$ cat config.mk
export PLATFORM = sky130hd
export DESIGN_NAME = ccgen_top
export DESIGN_NICKNAME = d
export VERILOG_FILES = /design/src/rtl/ccgen_pkg.sv /design/src/rtl/ccgen_classify.sv /design/src/rtl/ccgen_statreg.sv /design/src/rtl/ccgen_flagmap.sv /design/src/rtl/ccgen_top.sv
export SDC_FILE = /design/constraint.sdc
export NUM_CORES = 1
export LEC_CHECK = 0
export ABC_AREA = 1
export BUFFER_PORTS_ARGS = -buffer_cell sky130_fd_sc_hd__buf_2
export CAP_MARGIN = 10
export CORE_ASPECT_RATIO = 1.25
export CORE_MARGIN = 4
export CORE_UTILIZATION = 43
export DETAILED_ROUTE_END_ITERATION = 6
export PLACE_DENSITY_LB_ADDON = 0.3
export REMOVE_ABC_BUFFERS = 1
export SLEW_MARGIN = 20
export SYNTH_ARGS = -nofsm -noshare
export SYNTH_HDL_FRONTEND = slang
export SYNTH_SLANG_ARGS = --single-unit
$ cat constraint.sdc
create_clock -name clk -period 2.1 [get_ports clk]
set_clock_uncertainty 0.1 [all_clocks]
set_input_delay 0.42 -clock clk [delete_from_list [all_inputs] [get_ports clk]]
set_output_delay 0.42 -clock clk [all_outputs]
set_load 0.03 [all_outputs]
$ cat src/rtl/ccgen_pkg.sv
package ccgen_pkg;
  typedef enum logic [1:0] {
    CC_GT  = 2'b00,
    CC_LT  = 2'b01,
    CC_EQ  = 2'b10,
    CC_BAD = 2'b11
  } cc_e;

  typedef enum logic [1:0] {
    MD_ARITH = 2'b00,
    MD_BYTE  = 2'b01,
    MD_CMP   = 2'b10,
    MD_EXPL  = 2'b11
  } mode_e;

  // status field positions, decoded by neighbouring logic
  localparam int CC_LSB  = 8;
  localparam int CC_MSB  = 9;
  localparam int CY_BIT  = 10;
  localparam int OV_BIT  = 11;
  localparam int TEN_BIT = 13;
  localparam int FLAGS_N = 3;
endpackage

$ cat src/rtl/ccgen_classify.sv
module ccgen_classify
  import ccgen_pkg::*;
#(
  parameter int W = 16
) (
  input  logic [1:0]   mode,
  input  logic [W-1:0] a_hi,
  input  logic [W-1:0] a_lo,
  input  logic [W-1:0] b_hi,
  input  logic [W-1:0] b_lo,
  input  logic [1:0]   cc_in,
  output logic [1:0]   cc_out
);
  localparam logic [W-1:0] SIGN = {1'b1, {(W-1){1'b0}}};

  logic [7:0] chr;
  logic       is_digit, is_upper, is_lower;
  logic [1:0] cc_arith, cc_byte, cc_cmp;

  assign chr      = a_lo[7:0];
  assign is_digit = (chr >= 8'h30) && (chr <= 8'h39);
  assign is_upper = (chr >= 8'h41) && (chr <= 8'h5A);
  assign is_lower = (chr >= 8'h61) && (chr <= 8'h7A);

  always_comb begin
    if ((a_hi | a_lo) == '0)   cc_arith = CC_EQ;
    else if (a_hi[W-1])        cc_arith = CC_LT;
    else                       cc_arith = CC_GT;
  end

  always_comb begin
    if (is_digit)                  cc_byte = CC_GT;
    else if (is_upper || is_lower) cc_byte = CC_EQ;
    else                           cc_byte = CC_LT;
  end

  always_comb begin
    if (a_hi == b_hi) begin
      if (a_lo == b_lo)      cc_cmp = CC_EQ;
      else if (a_lo < b_lo)  cc_cmp = CC_LT;
      else                   cc_cmp = CC_GT;
    end else if ((a_hi ^ SIGN) < (b_hi ^ SIGN)) begin
      cc_cmp = CC_LT;
    end else begin
      cc_cmp = CC_GT;
    end
  end

  always_comb begin
    unique case (mode)
      MD_ARITH: cc_out = cc_arith;
      MD_BYTE:  cc_out = cc_byte;
      MD_CMP:   cc_out = cc_cmp;
      default:  cc_out = cc_in;
    endcase
  end
endmodule

$ cat src/rtl/ccgen_statreg.sv
module ccgen_statreg
  import ccgen_pkg::*;
#(
  parameter int W = 16
) (
  input  logic         clk,
  input  logic         rst,
  input  logic         ld_en,
  input  logic [W-1:0] ld_data,
  input  logic         upd,
  input  logic [1:0]   cc_new,
  input  logic         carry_in,
  input  logic         ovf_in,
  input  logic         ack,
  output logic [W-1:0] stat_q,
  output logic         irq_q
);
  logic [W-1:0] base, nxt;
  logic         irq_set;

  assign base = ld_en ? ld_data : stat_q;

  always_comb begin
    nxt = base;
    if (upd) begin
      nxt[CC_MSB:CC_LSB] = cc_new;
      nxt[CY_BIT]        = carry_in;
      nxt[OV_BIT]        = ovf_in;
    end
  end

  assign irq_set = upd & ovf_in & base[TEN_BIT];

  always_ff @(posedge clk) begin
    if (rst) begin
      stat_q <= '0;
      irq_q  <= 1'b0;
    end else begin
      stat_q <= nxt;
      irq_q  <= irq_set | (irq_q & ~ack);
    end
  end
endmodule

$ cat src/rtl/ccgen_flagmap.sv
module ccgen_flagmap
  import ccgen_pkg::*;
(
  input  logic [1:0]         cc,
  input  logic [FLAGS_N-1:0] mask,
  output logic [FLAGS_N-1:0] onehot,
  output logic               pass
);
  // the greater code is all-zero, so it gets its own flag position
  assign onehot = (cc == CC_GT) ? 3'b100 : {1'b0, cc};
  assign pass   = |(mask & onehot);
endmodule

$ cat src/rtl/ccgen_top.sv
module ccgen_top
  import ccgen_pkg::*;
#(
  parameter int W = 16
) (
  input  logic         clk,
  input  logic         rst,
  input  logic         st_load,
  input  logic [W-1:0] st_load_data,
  input  logic         upd,
  input  logic [1:0]   mode,
  input  logic [W-1:0] opa_hi,
  input  logic [W-1:0] opa_lo,
  input  logic [W-1:0] opb_hi,
  input  logic [W-1:0] opb_lo,
  input  logic [1:0]   cc_in,
  input  logic         carry_in,
  input  logic         ovf_in,
  input  logic         irq_ack,
  input  logic [2:0]   test_mask,
  output logic [W-1:0] status,
  output logic         ovf_irq,
  output logic [2:0]   cc_onehot,
  output logic         test_pass
);
  logic [1:0] cc_calc;

  ccgen_classify #(.W(W)) u_cls (
    .mode(mode), .a_hi(opa_hi), .a_lo(opa_lo),
    .b_hi(opb_hi), .b_lo(opb_lo), .cc_in(cc_in), .cc_out(cc_calc)
  );

  ccgen_statreg #(.W(W)) u_reg (
    .clk(clk), .rst(rst), .ld_en(st_load), .ld_data(st_load_data),
    .upd(upd), .cc_new(cc_calc), .carry_in(carry_in), .ovf_in(ovf_in),
    .ack(irq_ack), .stat_q(status), .irq_q(ovf_irq)
  );

  ccgen_flagmap u_map (
    .cc(status[CC_MSB:CC_LSB]), .mask(test_mask),
    .onehot(cc_onehot), .pass(test_pass)
  );
endmodule

After elaboration in Yosys (flattened, before gate mapping)
Cells that the tools add are included.
Word-level totals
  register bits after elaboration: 17
  input bits: 94
  output and inout port bits: 21
Operators by class
  order comparisons: 8
  equality and inequality tests: 4
  muxes and demuxes: 12
  bitwise operators: 9
  reductions and logical operators: 9
Operators by type and width (count)
  $eq A16 B16 Y1: 2
  $lt A16 B16 Y1: 2
  $ge A8 B7 Y1 const B: 2
  $le A8 B7 Y1 const B: 2
  $logic_not A16 Y1: 1
  $or A16 B16 Y16: 1
  $mux W14: 1
  $mux W2: 5
  $ge A8 B6 Y1 const B: 1
  $le A8 B6 Y1 const B: 1
  $pmux W2 S3: 1
  $logic_not A2 Y1: 2
  $mux W4: 1
  $and A1 B1 Y1: 3
  $and A3 B3 Y3: 1
  $logic_and A1 B1 Y1: 3
  $mux W1: 3
  $mux W3: 1
  $not A1 Y1: 3
  $reduce_or A3 Y1: 1
  $eq A2 B1 Y1 const B: 1
  $eq A2 B2 Y1 const B: 1
  $reduce_bool A2 Y1: 1
  $logic_or A1 B1 Y1: 1
  $or A1 B1 Y1: 1

Longest topological paths before layout
  depth after elaboration: 7
  gate-level depth with buffers: 16
  depth with buffers taken out: 16

Hierarchy
Synthesis repeated with hierarchy kept, for this count alone.
Unflattened totals
  cells, all modules: 300
  area, all modules: 1839.3 µm²
By module, submodules not included
  ccgen_classify: times used 1, cells an instance 200, area each 1126.1 µm², sequential area each 0.0 µm²
  ccgen_statreg: times used 1, cells an instance 91, area each 676.9 µm², sequential area each 340.3 µm²
  ccgen_flagmap: times used 1, cells an instance 9, area each 36.3 µm², sequential area each 0.0 µm²

Least setup slack after synthesis
OpenSTA, ideal clock, no wires.
  kind: flip-flop to output port
  from: register u_reg.stat_q[8]
  to: output test_pass
  arrival time: 1296 ps
  data required time: 1580 ps
  setup slack: 284 ps
  stages on the path, launching flop included: 4
  path buffers: 0
  path through: dfxtp_1 > nor2_1 > a22oi_1 > nand2_1
On the way
  word-level cells in the longest chain between the ends: 4
Ends and longest elaborated chain
  start: declaration: line ccgen_statreg.sv:15  | output logic [W-1:0] stat_q,
  start signal: assignment: line ccgen_statreg.sv:39  | stat_q <= nxt;
  $logic_not A2 Y1: line ccgen_flagmap.sv:10  | assign onehot = (cc == CC_GT) ? 3'b100 : {1'b0, cc};
  $mux W3: line ccgen_flagmap.sv:10
  via cc_onehot[2]: line ccgen_top.sv:23  | output logic [2:0] cc_onehot,
  $and A3 B3 Y3: line ccgen_flagmap.sv:11  | assign pass = |(mask & onehot);
  $reduce_or A3 Y1: line ccgen_flagmap.sv:11
  end: declaration: line ccgen_top.sv:24  | output logic test_pass
The timed path passes the listed nets, and every way through them passes these cells.

Worst setup path after layout
  from: input opa_lo[11]
  to: register u_reg.stat_q[8]
On the way
  word-level cells in the longest chain between the ends: 6
Ends and longest elaborated chain
  start: declaration: line ccgen_top.sv:13  | input logic [W-1:0] opa_lo,
  $lt A16 B16 Y1: line ccgen_classify.sv:40  | else if (a_lo < b_lo) cc_cmp = CC_LT;
  $mux W1: line ccgen_classify.sv:40
  $mux W2: line ccgen_classify.sv:39  | if (a_lo == b_lo) cc_cmp = CC_EQ;
  $mux W2: line ccgen_classify.sv:38  | if (a_hi == b_hi) begin
  $pmux W2 S3 (*): line ccgen_classify.sv:50  | unique case (mode)
  $mux W4 (*): line ccgen_statreg.sv:25  | if (upd) begin
Every way passes the cells marked *; elsewhere a longest branch is shown, timed or not.
A chain may end at the register's enable or synchronous reset.

==> results.ini <==
[status]
status=finished, final reports clean

[floorplanning]
die_y_um=81.0
die_area_sq_um=5370
io_pins=115
row_count=26
core-area_sq_um=4100
initial_core_util=0.447
fp.dieW_um=66.4

[cts]
clock_latency_ns=0.25
cts_setup_buffers=0
htree_levels=1
cts_buffer_depth=2
clock_sinks=17
clk_pin_slew_ns=0.06
cts-resized-gates=0
cts_tree=done
cts_hold_buf=0
cts_buffers=3
cts_root_buf=clkbuf_8

[global_route]
grt_overflow=0
grt_pass1_wl_um=7800
grt_start_max_net_pins=18
grt_antenna_before_repair=0
grt_pass1_vias=2015
grt_use_total=0.180

[sta]
slew_violations=0
max_slew.worst_pin.slew_ns=0.362
fin_crit_ns=1.70
tns_ns=0
hold_viol_final=0
fin_crit_sh=0.809
rsz0062_at_grt=no
relSlewSlack=0.758
setup_violations=0
max_freq_mhz=589

[yosys]
syn-cell-area_sq_um=1830
ys_seq_elements=17
post-synth-top-area-cell=ha_1
synth.avg_cell_area_sq_um=6.25
ys_top_cells_by_area=ha_1, dfxtp_1, inv_1
synthCells=293
yosys_warnings=0
ys_seq_area_frac=0.186
synth_top_area_frac=0.219
ys_types=29

[hold_path]
hp-class=input pin to flop

[power_and_ir_drop]
p_int_mw=0.653
peakVddDrop_uv=216
switching_share=0.362
p_total_mw=1.02
p_switching_mw=0.371
power_frac_seq=0.347
clockPowerShare=0.242
power_density_nw_per_um2=410
p_comb_frac=0.410
power.leakage_nw=1.53

[placed_design]
dp_hpwl_um=4370
port_buffers=114
gp_congestion=0.817

[routing]
drcViolationCount=0
wl_um=4830
drt-vias-per-instance=4.70
final_antenna_net_count=0
wl_per_cell_um=10.5
vias=2171
first_pass_iters=4
drt_first_iter_violations=123

[run]
cap_violations=0

[final_layout]
seq_area_sq_um=340
layout_common_cells=buf_2, inv_1, nand2_1, nor2_1, ha_1
fillers=438
num_antenna_cells=0
layout_commonest_cell=buf_2
multi_input_comb_area_sq_um=1230
area_growth_pct=36.4
drive_above_1_share=0.325
fin_nets=533

[worst_setup_path]
path_max_fanout=2
path_class=input pin to flop
endpoint_kind=flop
cp_slowest_cell=ha_1
critPathMostFrequentCell=nand2_1
crit_chain=buf_2 > ha_1 > nand2_1 > nor2_1 > nand3_1 > nor2_1 > nor2_1 > nand2_1 > nand2_1 > nand2_1 > nand3_1 > nand2_1 > a21oi_2
cp.required_ns=2.16
max_stage_delay_ns=0.29
critPathArrivalTime_ns=1.75
startpoint_type=input pin

==> synthesized netlist by cell type (all sizes together) <==
master / number
nor2: 51
nand4: 8
nor3: 4
buf: 1
nor4: 2
a21o: 2
o211ai: 1
clkinv: 1
inv: 63
nand3: 14
clkbuf: 4
a21boi: 1
o21ai: 18
a22oi: 1
a21oi: 14
o32ai: 1
ha: 32
nand2: 57
dfxtp: 17
or2: 1
==> critical path, delay by kind of cell <==
family                   cells  cell delay, ns
AO/OA/AOI/OAI                1            0.05
adder cells (fa/ha/maj)      1            0.29
buffers and inverters        1            0.11
AND/OR/NAND/NOR             10            0.90
==> stage by stage <==
stage               setup WS (ns)  hold slack (ns)   util  cells  instance area [sq um]
finish                      0.401            0.255  0.610    462                   2500
global route                0.183            0.257  0.610    462                   2500
CTS                         0.396            0.250  0.610    462                   2500
detailed placement          0.122            0.366  0.599    458                   2450
global placement            0.179            0.369  0.599    458                   2450
floorplan                   0.141            0.382      -    288                   1810
==> flip-flops by register name (all words and copies together) (netlist names) <==
register	flops
u_reg.stat_q	16
u_reg.irq_q	1
==> power groups by stage <==
stage	Combinational (mW)	Sequential [mW]	Clock (mW)
2_1_floorplan	0.203	0.412	0
3_3_place_gp	0.417	0.362	0
3_5_place_dp	0.424	0.363	0
4_1_cts	0.426	0.356	0.255
5_1_grt	0.482	0.359	0.260
6_report	0.420	0.356	0.248
==> layer usage <==
| metal | share of wire | vias up | track usage |
|---|---|---|---|
| li1 | - | 1154 | - |
| met1 | 0.38 | 936 | 0.192 |
| met2 | 0.52 | 78 | 0.356 |
| met3 | 0.089 | 3 | 0.0277 |
| met4 | 0.0079 | 0 | 0.0488 |
| met5 | 0 | - | 0 |
==> cell type report <==
class                   instances  area share
inverters                      64      0.0961
repair buffers                114       0.228
clock buffers                   4      0.0180
flip-flops and latches         17       0.136
multi-input cells             207       0.493
well taps                      56      0.0280
==> cells by family (layout without fill, tap and decap cells) <==
kind of cell / after synthesis / in the layout / synth area share
fa+ha+maj: 32 / 32 / 0.219
compound gates: 38 / 38 / 0.117
flops: 17 / 17 / 0.186
buf+inv: 69 / 182 / 0.141
simple gates: 137 / 137 / 0.337
==> path summary, 6_finish.rpt <==
kind                            cells past startpoint                   startpoint  slack (ns)                            to
worst max-delay path                               13                   opa_lo[11]        0.40  u_reg.stat_q[8]$_SDFFE_PP0P_
worst min register to register                      2       u_reg.irq_q$_SDFF_PP0_        0.37        u_reg.irq_q$_SDFF_PP0_
worst max register to register                      4  u_reg.stat_q[13]$_SDFF_PP0_        1.20        u_reg.irq_q$_SDFF_PP0_
worst min-delay path                                2                          rst        0.26  u_reg.stat_q[8]$_SDFFE_PP0P_
Note: power is estimated with default switching activity, not from simulation.
